[config.mk]
export PLATFORM = sky130hd
export DESIGN_NAME = ret_addr_stack
export DESIGN_NICKNAME = d
export VERILOG_FILES = /design/src/rtl/ras_pkg.sv /design/src/rtl/ras_ptr_ctrl.sv /design/src/rtl/ras_store.sv /design/src/rtl/ret_addr_stack.sv
export SDC_FILE = /design/constraint.sdc
export NUM_CORES = 1
export LEC_CHECK = 0
export BUFFER_PORTS_ARGS = -buffer_cell sky130_fd_sc_hd__buf_2
export CELL_PAD_IN_SITES_DETAIL_PLACEMENT = 1
export CELL_PAD_IN_SITES_GLOBAL_PLACEMENT = 2
export CORE_MARGIN = 1
export CORE_UTILIZATION = 45
export CTS_BUF_LIST = sky130_fd_sc_hd__clkbuf_4 sky130_fd_sc_hd__clkbuf_8
export DETAILED_ROUTE_END_ITERATION = 7
export GPL_TIMING_DRIVEN = 0
export PLACE_DENSITY_LB_ADDON = 0.05
export SLEW_MARGIN = 0
export SYNTH_ARGS = -nofsm -noshare
export SYNTH_HDL_FRONTEND = slang
export SYNTH_SLANG_ARGS = --single-unit
[constraint.sdc]
create_clock -name clk_i -period 7.1 [get_ports clk_i]
set_input_delay 0.71 -clock clk_i [delete_from_list [all_inputs] [get_ports clk_i]]
set_output_delay 0.71 -clock clk_i [all_outputs]
set_load 0.01 [all_outputs]
[src/rtl/ras_pkg.sv]
package ras_pkg;

   typedef enum logic [1:0] {
      OP_IDLE = 2'b00,
      OP_PUSH = 2'b01,
      OP_POP  = 2'b10,
      OP_SWAP = 2'b11
   } ras_op_t;

   function automatic ras_op_t ras_decode(input logic push, input logic pop);
      return ras_op_t'({pop, push});
   endfunction

endpackage

[src/rtl/ras_ptr_ctrl.sv]
module ras_ptr_ctrl
   import ras_pkg::*;
#(
   parameter int PTR_W = 5
) (
   input  logic             clk_i,
   input  logic             rst_ni,
   input  logic             push_i,
   input  logic             pop_i,
   output logic [PTR_W-1:0] ptr_o,
   output logic             wr_en_o,
   output logic [PTR_W-1:0] wr_slot_o,
   output logic             rd_load_o,
   output logic             ovf_o,
   output logic             unf_o
);
   localparam logic [PTR_W-1:0] TOP_SLOT = {PTR_W{1'b1}};
   localparam logic [PTR_W-1:0] NIL_SLOT = '0;

   logic [PTR_W-1:0] ptr_q, ptr_d;
   logic             set_ovf, set_unf;
   logic             ovf_q, unf_q;
   ras_op_t          op;

   assign op = ras_decode(push_i, pop_i);

   always_comb begin
      ptr_d     = ptr_q;
      wr_en_o   = 1'b0;
      wr_slot_o = ptr_q;
      rd_load_o = 1'b0;
      set_ovf   = 1'b0;
      set_unf   = 1'b0;
      unique case (op)
         OP_PUSH: begin
            if (ptr_q == TOP_SLOT) begin
               set_ovf = 1'b1;
            end else begin
               ptr_d     = ptr_q + 1'b1;
               wr_en_o   = 1'b1;
               wr_slot_o = ptr_q + 1'b1;
            end
         end
         OP_POP: begin
            rd_load_o = 1'b1;
            if (ptr_q == NIL_SLOT) set_unf = 1'b1;
            else                   ptr_d   = ptr_q - 1'b1;
         end
         OP_SWAP: begin
            rd_load_o = 1'b1;
            if (ptr_q == NIL_SLOT) set_unf = 1'b1;
            else                   wr_en_o = 1'b1;
         end
         default: ;
      endcase
   end

   always_ff @(posedge clk_i or negedge rst_ni) begin
      if (!rst_ni) begin
         ptr_q <= '0;
         ovf_q <= 1'b0;
         unf_q <= 1'b0;
      end else begin
         ptr_q <= ptr_d;
         ovf_q <= ovf_q | set_ovf;
         unf_q <= unf_q | set_unf;
      end
   end

   assign ptr_o = ptr_q;
   assign ovf_o = ovf_q;
   assign unf_o = unf_q;

endmodule

[src/rtl/ras_store.sv]
module ras_store #(
   parameter int ADDR_W      = 21,
   parameter int PTR_W       = 5,
   parameter bit STORE_RESET = 1'b1
) (
   input  logic              clk_i,
   input  logic              rst_ni,
   input  logic              wr_en_i,
   input  logic [PTR_W-1:0]  wr_slot_i,
   input  logic [ADDR_W-1:0] wr_data_i,
   input  logic [PTR_W-1:0]  rd_slot_i,
   output logic [ADDR_W-1:0] rd_data_o
);
   localparam int DEPTH = 1 << PTR_W;

   logic [ADDR_W-1:0] slot_val [DEPTH];

   // slot 0 holds no storage and always reads as zero
   assign slot_val[0] = '0;

   for (genvar s = 1; s < DEPTH; s++) begin : g_slot
      logic [ADDR_W-1:0] q;
      logic              hit;
      assign hit = wr_en_i && (wr_slot_i == s[PTR_W-1:0]);
      if (STORE_RESET) begin : g_rst
         always_ff @(posedge clk_i or negedge rst_ni) begin
            if (!rst_ni)  q <= '0;
            else if (hit) q <= wr_data_i;
         end
      end else begin : g_norst
         always_ff @(posedge clk_i) begin
            if (hit) q <= wr_data_i;
         end
      end
      assign slot_val[s] = q;
   end

   assign rd_data_o = slot_val[rd_slot_i];

endmodule

[src/rtl/ret_addr_stack.sv]
module ret_addr_stack
   import ras_pkg::*;
#(
   parameter int ADDR_W      = 21,
   parameter int PTR_W       = 5,
   parameter bit STORE_RESET = 1'b1
) (
   input  logic              clk_i,
   input  logic              rst_ni,
   input  logic              push_i,
   input  logic              pop_i,
   input  logic [ADDR_W-1:0] push_addr_i,
   output logic [ADDR_W-1:0] tos_o,
   output logic [ADDR_W-1:0] ret_addr_o,
   output logic [PTR_W-1:0]  ptr_o,
   output logic              full_o,
   output logic              empty_o,
   output logic              overflow_o,
   output logic              underflow_o
);
   localparam logic [PTR_W-1:0] TOP_SLOT = {PTR_W{1'b1}};

   if (ADDR_W < 1) begin : g_bad_addr_w
      $error("ret_addr_stack: ADDR_W must be at least 1");
   end
   if (PTR_W < 2 || PTR_W > 10) begin : g_bad_ptr_w
      $error("ret_addr_stack: PTR_W must lie in 2..10");
   end

   logic              wr_en, rd_load;
   logic [PTR_W-1:0]  wr_slot;
   logic [ADDR_W-1:0] rd_data;
   logic [ADDR_W-1:0] ret_q;

   ras_ptr_ctrl #(.PTR_W(PTR_W)) u_ctrl (
      .clk_i    (clk_i),
      .rst_ni   (rst_ni),
      .push_i   (push_i),
      .pop_i    (pop_i),
      .ptr_o    (ptr_o),
      .wr_en_o  (wr_en),
      .wr_slot_o(wr_slot),
      .rd_load_o(rd_load),
      .ovf_o    (overflow_o),
      .unf_o    (underflow_o)
   );

   ras_store #(
      .ADDR_W     (ADDR_W),
      .PTR_W      (PTR_W),
      .STORE_RESET(STORE_RESET)
   ) u_store (
      .clk_i    (clk_i),
      .rst_ni   (rst_ni),
      .wr_en_i  (wr_en),
      .wr_slot_i(wr_slot),
      .wr_data_i(push_addr_i),
      .rd_slot_i(ptr_o),
      .rd_data_o(rd_data)
   );

   // the old top is read in the same cycle that a swap overwrites it
   always_ff @(posedge clk_i or negedge rst_ni) begin
      if (!rst_ni)      ret_q <= '0;
      else if (rd_load) ret_q <= rd_data;
   end

   assign ret_addr_o = ret_q;
   assign tos_o      = rd_data;
   assign full_o     = (ptr_o == TOP_SLOT);
   assign empty_o    = (ptr_o == '0);

endmodule

==> results of run 1 <==
==> registers in the layout, indices dropped and copies added (netlist names) <==
name / flops
ret_addr_o: 21
u_ctrl.ovf_o: 1
u_ctrl.unf_o: 1
u_ctrl.ptr_o: 5
u_store.g_slot.q: 651
==> layer usage <==
layer  share of wire  vias up  routed length, um  global-route usage
met1            0.41    11190              45970              0.4079
li1                -     8616                  -                   -
met3           0.045      241               4943             0.04426
met2            0.48      608              53480              0.5246
met5         0.00032        -                 35                   0
met4           0.058        6               6465              0.1754
==> final cells by class <==
| cell class | instances | area, um2 | area share |
|---|---|---|---|
| inverters | 13 | 48.80 | 0.001354 |
| multi-input cells | 1312 | 13660 | 0.3792 |
| repair buffers | 81 | 555.5 | 0.01542 |
| well taps | 940 | 1176 | 0.03264 |
| clock buffers | 189 | 2370 | 0.06577 |
| clock inverters | 15 | 112.6 | 0.003125 |
| diodes | 1 | 2.502 | 0.00006945 |
| plain buffers | 215 | 1114 | 0.03090 |
| flip-flops and latches | 679 | 16990 | 0.4716 |
==> kinds of logic (layout without fill, tap and decap cells) <==
logic type,Yosys count,count (layout),synth area share
AO/OA/AOI/OAI,232,232,0.05230
flip-flops,679,679,0.5341
adder cells (fa/ha/maj),2,2,0.0007864
buffers and inverters,228,513,0.03653
multiplexers,898,898,0.3454
XOR/XNOR,3,3,0.001062
other,0,1,0
AND/OR/NAND/NOR,177,177,0.02989
==> per-stage QoR <==
stage	hold WS (ns)	util	power [mW]	cells
2_1_floorplan	0.4144	-	10.79	2219
3_3_place_gp	0.4412	0.4764	13.11	3233
3_5_place_dp	0.4480	0.4789	13.39	3239
4_1_cts	0.1960	0.5145	17.22	3444
5_1_grt	0.2387	0.5145	18.00	3445
6_report	0.2529	0.5145	17.16	3445
==> power groups by stage <==
stage / logic, mW / clock network [mW] / registers (mW)
floorplan: 4.60 / 0 / 6.19
global placement: 6.76 / 0 / 6.35
detailed placement: 6.92 / 0 / 6.47
CTS: 6.94 / 3.86 / 6.41
global route: 7.34 / 4.02 / 6.63
finish: 6.95 / 3.78 / 6.44
==> cells in the final DEF, fill, tap and decap left out, drive strengths merged, types with 3 or more instances in the layout <==
cell type    n
a211oi       6
a21boi       3
a21o         5
a21oi       40
a221o        9
a221oi      48
a22oi       22
a31o        10
a31oi        9
a41oi        7
and2         3
and3        15
buf        199
clkbuf     285
clkinv      11
dfrtp      679
inv         15
mux2       678
mux2i      140
mux4        80
nand2       33
nand2b      20
nand3       35
nand4        5
nor2        32
nor2b       10
nor3         5
nor3b        3
nor4         4
o211ai       3
o21a         4
o21ai       37
o22ai       14
o31ai       11
or2          4
==> how the worst max path moves through the flow <==
stage	from	endpoint	slack (ns)
2_1_floorplan	u_ctrl.ptr_o[1]$_DFFE_PN0P_	u_store.g_slot[1].q[0]$_DFFE_PN0P_	4.04
3_3_place_gp	rst_ni	u_store.g_slot[16].q[4]$_DFFE_PN0P_	-8.81
3_5_place_dp	u_ctrl.ptr_o[1]$_DFFE_PN0P_	u_store.g_slot[1].q[13]$_DFFE_PN0P_	2.11
4_1_cts	u_ctrl.ptr_o[1]$_DFFE_PN0P_	tos_o[8]	1.41
5_1_grt	u_ctrl.ptr_o[1]$_DFFE_PN0P_	tos_o[8]	1.46
6_report	u_ctrl.ptr_o[1]$_DFFE_PN0P_	tos_o[8]	1.38
==> summary.md, run 1 <==
| Metric | Value |
|---|---|
| Hold Crit Class | in -> reg |
| Post-Place Cell Area | around 34000 um2 |
| Initial Util | 0.4543 |
| Die ar. | between 70000 and 80000 um2 |
| Antenna violations before repair | 5 |
| Sum Neg Setup Slack | 0 ns |
| Synth async-reset ratio | 1.000 |
| Routed WL | approximately 110 mm |
| CTS tree | done |
| Hold Crit Start | push_addr_i[6] |
| H-tree depth | 3 |
| Post-synth top area share | 0.5341 |
| Hold Crit Endpoint | u_store.g_slot[5].q[6]$_DFFE_PN0P_ |
| Total GRT Usage | 0.3189 |
| Sw Pwr | approximately 6.3 mW |
| Routability Congestion | between 0.9 and 1 |
| Final Hold Viols | 0 |
| CTS root buffer | clkbuf_8 |
| Most frequent CP cell | buf_2 |
| Cells along the critical path | buf_2 > buf_2 > buf_2 > buf_1 > a211oi_1 > o21ai_0 > nand4_1 > buf_2 |
| Crit start category | register |
| Post-synth design cell area | between 30000 and 40000 um2 |
| Die W | around 270 um |
| Die Height | 267.9 um |
| Vias in the first global route | roughly 23k |
| Pre-antenna DRT Iters | 5 |
| Synth Warn # | 0 |
| Crit path kind | reg -> out |
| Synth cell count leaders | dfrtp_1 (679), mux2_2 (590), mux2i_1 (140), clkbuf_1 (95), mux4_2 (80) |
| Post-route setup slack | around 1.4 ns |
| Worst endpoint required time | between 6 and 7 ns |
| Final Cycle Share | 0.8060 |
| Drt via density | between 5 and 6 |
| Postcts setup bufs | 0 |
| CP bufs+invs | 5 |
| Most frequent cell after synthesis | dfrtp_1 |
| Syn_area_per_cell | 14.34 um2 |
| Status | finished clean |
| Worst reg-to-reg path cell count | 11 |
| Core area | between 70000 and 80000 um2 |
| Number of cells on the critical path | 8 |
| First-pass GRT wire length | 161.6 mm |
| Initial DRC Count | between 1k and 1.5k |
| Port buffer count | 74 |
| Worst hold stages | 2 |
| Hold_buf cts | 1 |
| Post-DP HPWL | between 70 and 80 mm |
| Slowest cell on crit path | buf_1 |
| Layout cells sized above 1 | 0.4517 |
| Maximum vdd drop | ~0.26 mV |
| Max-slew headroom | 0.07097 |
| Synthesis-stage register bit count | slightly below 700 |
| Final Net Count | 2447 |
| Synth cell types | 60 |
| Vias | a little over 20k |
| Finished layout cell area | roughly 36000 um2 |
| Clock power share | 0.220 |
| Dominant cell type by area after synthesis | dfrtp_1 |
| Reg2reg setup slack | between 1.5 and 2 ns |
| Row count | 97 |
| TritonCTS Buffers | between 100 and 150 |
| Max Cap Violations | 0 |
| Antenna viol nets, final | 0 |
| Total gr overflow | 0 |
| DRC Markers | 0 |
| Fin. max-slew vios | 0 |
| Seq pwr share | 0.375 |
| Fill count | a little under 7k |
| Sw Ratio | 0.3649 |
| CP delay by family, top | buffers and inverters |
| Worst flop-to-flop path endpoint | u_store.g_slot[1].q[13]$_DFFE_PN0P_ |
| Worst Tran Pin Value | between 1 and 1.5 ns |
| Combinational power share | 0.405 |
| Tmin final | around 5.7 ns |
| Ys flop type | dfrtp_1 |
| Worst skew pair latency | about 0.76 ns |
| P_leak | about 17 nW |
| Max frequency | ~170 MHz |
| Post-Synthesis Cells | 2219 |
| Syn_nets | 2246 |
| Delay of the slowest critical-path stage | around 0.96 ns |
| Setup WS pre-CTS | 2.106 ns |
| Worst-path clk slew | ~0.060 ns |
| Worst Setup End Kind | output pin |
| Synth area leaders | dfrtp_1 (53%), mux2_2 (21%), mux4_2 (5.7%) |
| Ports | 76 |
| Clock Skew | between 0.03 and 0.04 ns |
| Largest net degree at the start of global routing | between 100 and 150 |
| Count of clock tree sinks | ~680 |
| FF-to-FF Start | u_ctrl.ptr_o[1]$_DFFE_PN0P_ |
| Post-synth EDFFs | 0 |
| RSZ-0062 raised after global routing | no |
| Crit-path max FO | 10 |
| Area Growth Syn to Fin | 13.25% |
| Endpoints failing setup | 0 |
| CTS Buffer Depth | 3 |
| Worst EP arrival | roughly 5 ns |
| Internal power | 10.90 mW |
| Post-CTS resize count | 0 |
| Power Dens Cells | 476.2 nW/um2 |
| Mean routed wirelength per cell | between 30 and 40 um |
| Post-synthesis sequential area ratio | 0.5341 |
No activity file was read; power rests on OpenSTA's default activity.
==> run 2, diff against run 1 <==
Settings changed: CORE_UTILIZATION 45 to 43.
Clock period 7.1 ns to 5.17 ns, I/O delays scaled along.
==> run 2 against run 1 <==
Effect of this change: the run now ends with design-rule violations left; first-iteration DRC count shrank 7.8%; sequential share of layout area is 0.13 points lower; design area rose by 0.27%; worst setup slack worse by 1.1 ns; power up 38%; clock power is 39% higher; wire length is 1.2% higher; critical path type unchanged; critical endpoint unchanged; largest power group unchanged.
==> summary.md, run 2 (synthesized netlist as in run 1, its figures left out) <==
| Metric | Value |
|---|---|
| Final Hold Viols | 0 (unchanged) |
| Storage element area | 16990 um2 (unchanged) |
| Sw Ratio | 0.3643 (-0.0006055) |
| Largest register FFs | 651 (unchanged) |
| Antenna viol nets, final | 0 (unchanged) |
| Maximum vdd drop | 0.3504 mV (+36%) |
| Die ar. | 75080 um2 (+4.6%) |
| Fill count | 7259 (+4.3%) |
| Post-DP HPWL | 78.27 mm (+0.89%) |
| Sw Pwr | 8.614 mW (+38%) |
| Setup WS pre-CTS | 0.1785 ns (-1.927 ns) |
| Reg with most FFs | u_store.g_slot.q |
| Delay of the slowest critical-path stage | 0.80 ns (-0.16 ns) |
| Hold Crit Start | push_addr_i[3] |
| H-tree depth | 3 (unchanged) |
| Initial DRC Count | 1277 (-7.8%) |
| Clock power share | 0.222 (+0.002) |
| CTS root buffer | clkbuf_8 |
| Routed WL | 112.2 mm (+1.2%) |
| FF-to-FF Start | u_ctrl.ptr_o[1]$_DFFE_PN0P_ |
| Seq pwr share | 0.373 (-0.002) |
| Multi-input gate area | 13660 um2 (unchanged) |
| Cells along the critical path | buf_2 > buf_2 > buf_2 > nand2_1 > o22ai_1 > o21ai_0 > nand4_1 > buf_2 |
| Internal power | 15.03 mW (+38%) |
| Vias | 20.56k (-0.49%) |
| Crit-path max FO | 19 (+9) |
| RSZ-0062 raised after global routing | no |
| Max frequency | ~200 MHz |
| Layout cells sized above 1 | 0.4532 (+0.001529) |
| Setup crit start | u_ctrl.ptr_o[1]$_DFFE_PN0P_ |
| Commonest non-fill, non-tap cell in the layout | dfrtp_1 |
| Failing checks | design-rule violations |
| Status | finished, violations left |
| Die W | 274.0 um (+2.3%) |
| Fin. max-slew vios | 0 (unchanged) |
| Tmin final | 4.902 ns |
| Most frequent CP cell | buf_2 |
| Post-route setup slack | 0.2684 ns (-1.109 ns) |
| Core area | 73080 um2 (+4.4%) |
| Worst Setup End Kind | output pin |
| Max-slew headroom | 0.1596 (+0.08861) |
| Total GRT Usage | 0.3060 (-0.01295) |
| Crit path kind | reg -> out |
| Post-CTS resize count | 0 (unchanged) |
| Final Cycle Share | 0.9481 |
| Worst-path clk slew | 0.06 ns (about the same) |
| Final Net Count | 2451 (+0.16%) |
| Post-Layout Cell Count | 3471 (+0.75%) |
| Slowest cell on crit path | buf_2 |
| Row count | 99 (+2.1%) |
| Most frequent cells in the layout | dfrtp_1 (679), mux2_2 (590), clkbuf_8 (154) |
| Count of clock tree sinks | 679 (unchanged) |
| Total gr overflow | 0 (unchanged) |
| Vias in the first global route | 22.78k (-0.16%) |
| Max Cap Violations | 0 (unchanged) |
| Crit start category | register |
| DRC Markers | 16 (+16) |
| Antenna violations before repair | 5 (unchanged) |
| Routability Congestion | 0.8838 (-1.8%) |
| Mean routed wirelength per cell | 32.33 um (+0.43%) |
| TritonCTS Buffers | 119 (+0.85%) |
| Clock Skew | 0.02241 ns (-0.01532 ns) |
| First-pass GRT wire length | 162.8 mm (+0.79%) |
| Worst EP arrival | 4.38 ns (-0.63 ns) |
| Port buffer count | 74 (unchanged) |
| Worst skew pair latency | 0.73 ns (-0.03 ns) |
| P_leak | 16.56 nW (+0.24%) |
| Worst Tran Pin Value | 1.261 ns (-0.1202 ns) |
| Initial Util | 0.4353 (-0.01899) |
| Ports | 76 (unchanged) |
| DP Cell Count | 3258 (+0.59%) |
| Die Height | 274.0 um (+2.3%) |
| CTS Buffer Depth | 3 (unchanged) |
| Area Growth Syn to Fin | 13.56% |
| WHS | 0.06106 ns (-0.1919 ns) |
| Combinational power share | 0.404 (about the same) |
| Worst endpoint required time | 4.65 ns (-1.74 ns) |
| Endpoints failing setup | 0 (unchanged) |
| CTS tree | done |
| Largest net degree at the start of global routing | 116 (-3.3%) |
| Power Dens Cells | 654.4 nW/um2 (+37%) |
| Pre-antenna DRT Iters | 8 (+3) |
| Hold Crit Class | in -> reg |
| Drt via density | 5.924 (-1.2%) |
-- run 2: cell types whose count changed in the layout (fill, tap and decap cells not counted) --
cell / before / now
clkbuf_8: 152 / 154
dlygate4sd3_1: 1 / 2
clkbuf_4: 37 / 42
clkinv_2: 11 / 8
buf_1: 6 / 5
inv_8: 1 / 0
buf_4: 48 / 51
clkinvlp_4: 1 / 2
-- run 2: metal layers --
metal	vias to the layer above	track usage	share of wire
li1	8623	-	-
met1	11100	0.3884	0.42
met2	594	0.5154	0.49
met3	240	0.04414	0.043
met4	2	0.1440	0.048
met5	-	0	0.00012
-- run 2: worst paths after layout --
path	to	slack [ns]	cells past startpoint
worst min-delay path	u_store.g_slot[5].q[3]$_DFFE_PN0P_	0.06	2
worst max register to register	u_store.g_slot[21].q[4]$_DFFE_PN0P_	0.37	10
min in group asynchronous	u_store.g_slot[15].q[16]$_DFFE_PN0P_	0.38	2
worst min register to register	u_store.g_slot[25].q[18]$_DFFE_PN0P_	0.48	1
worst max-delay path	tos_o[8]	0.27	8
max in group asynchronous	u_store.g_slot[24].q[3]$_DFFE_PN0P_	3.12	4
-- run 2: what timing repair did --
item	CTS	global route
hold buffers	2	0
setup buffers	0	3
endpoints found under the setup margin	3	20
endpoints found under the hold margin	82	0
cloned	0	0
-- run 2: area by class of cell --
class | instances | share of cell area
inverter | 13 | 0.001351
multi-input combinational | 1312 | 0.3781
timing repair buffer | 85 | 0.01628
clock buffer | 196 | 0.06739
buffer | 214 | 0.03072
antenna | 1 | 0.00006926
sequential | 679 | 0.4703
tap | 959 | 0.03321
clock inverter | 12 | 0.002597
-- run 2: critical path, delay by kind of cell, from the launching register on --
family,cells,cell delay (ns)
AOI/OAI and AO/OA,2,0.64
buffers and inverters,4,1.70
DFF,1,0.50
and+or+nand+nor,2,0.79
-- run 2: through the flow --
stage / TNS [ns] / total power [mW] / util / cell area, um2
final: 0 / 23.64 / 0.4944 / 36130
after global routing: 0 / 24.77 / 0.4944 / 36130
after detailed placement: 0 / 18.42 / 0.4592 / 33560
after floorplan: 0 / 14.82 / - / 31820
after CTS: 0 / 23.73 / 0.4940 / 36110
after global placement: -7208.73 / 18.05 / 0.4568 / 33390
-- run 2: power by group through the flow --
stage	Clock (mW)	Combinational, mW	Sequential [mW]
after global routing	5.57	10.1	9.08
after floorplan	0	6.32	8.50
after detailed placement	0	9.55	8.87
after CTS	5.36	9.57	8.80
after global placement	0	9.33	8.72
final	5.26	9.56	8.83
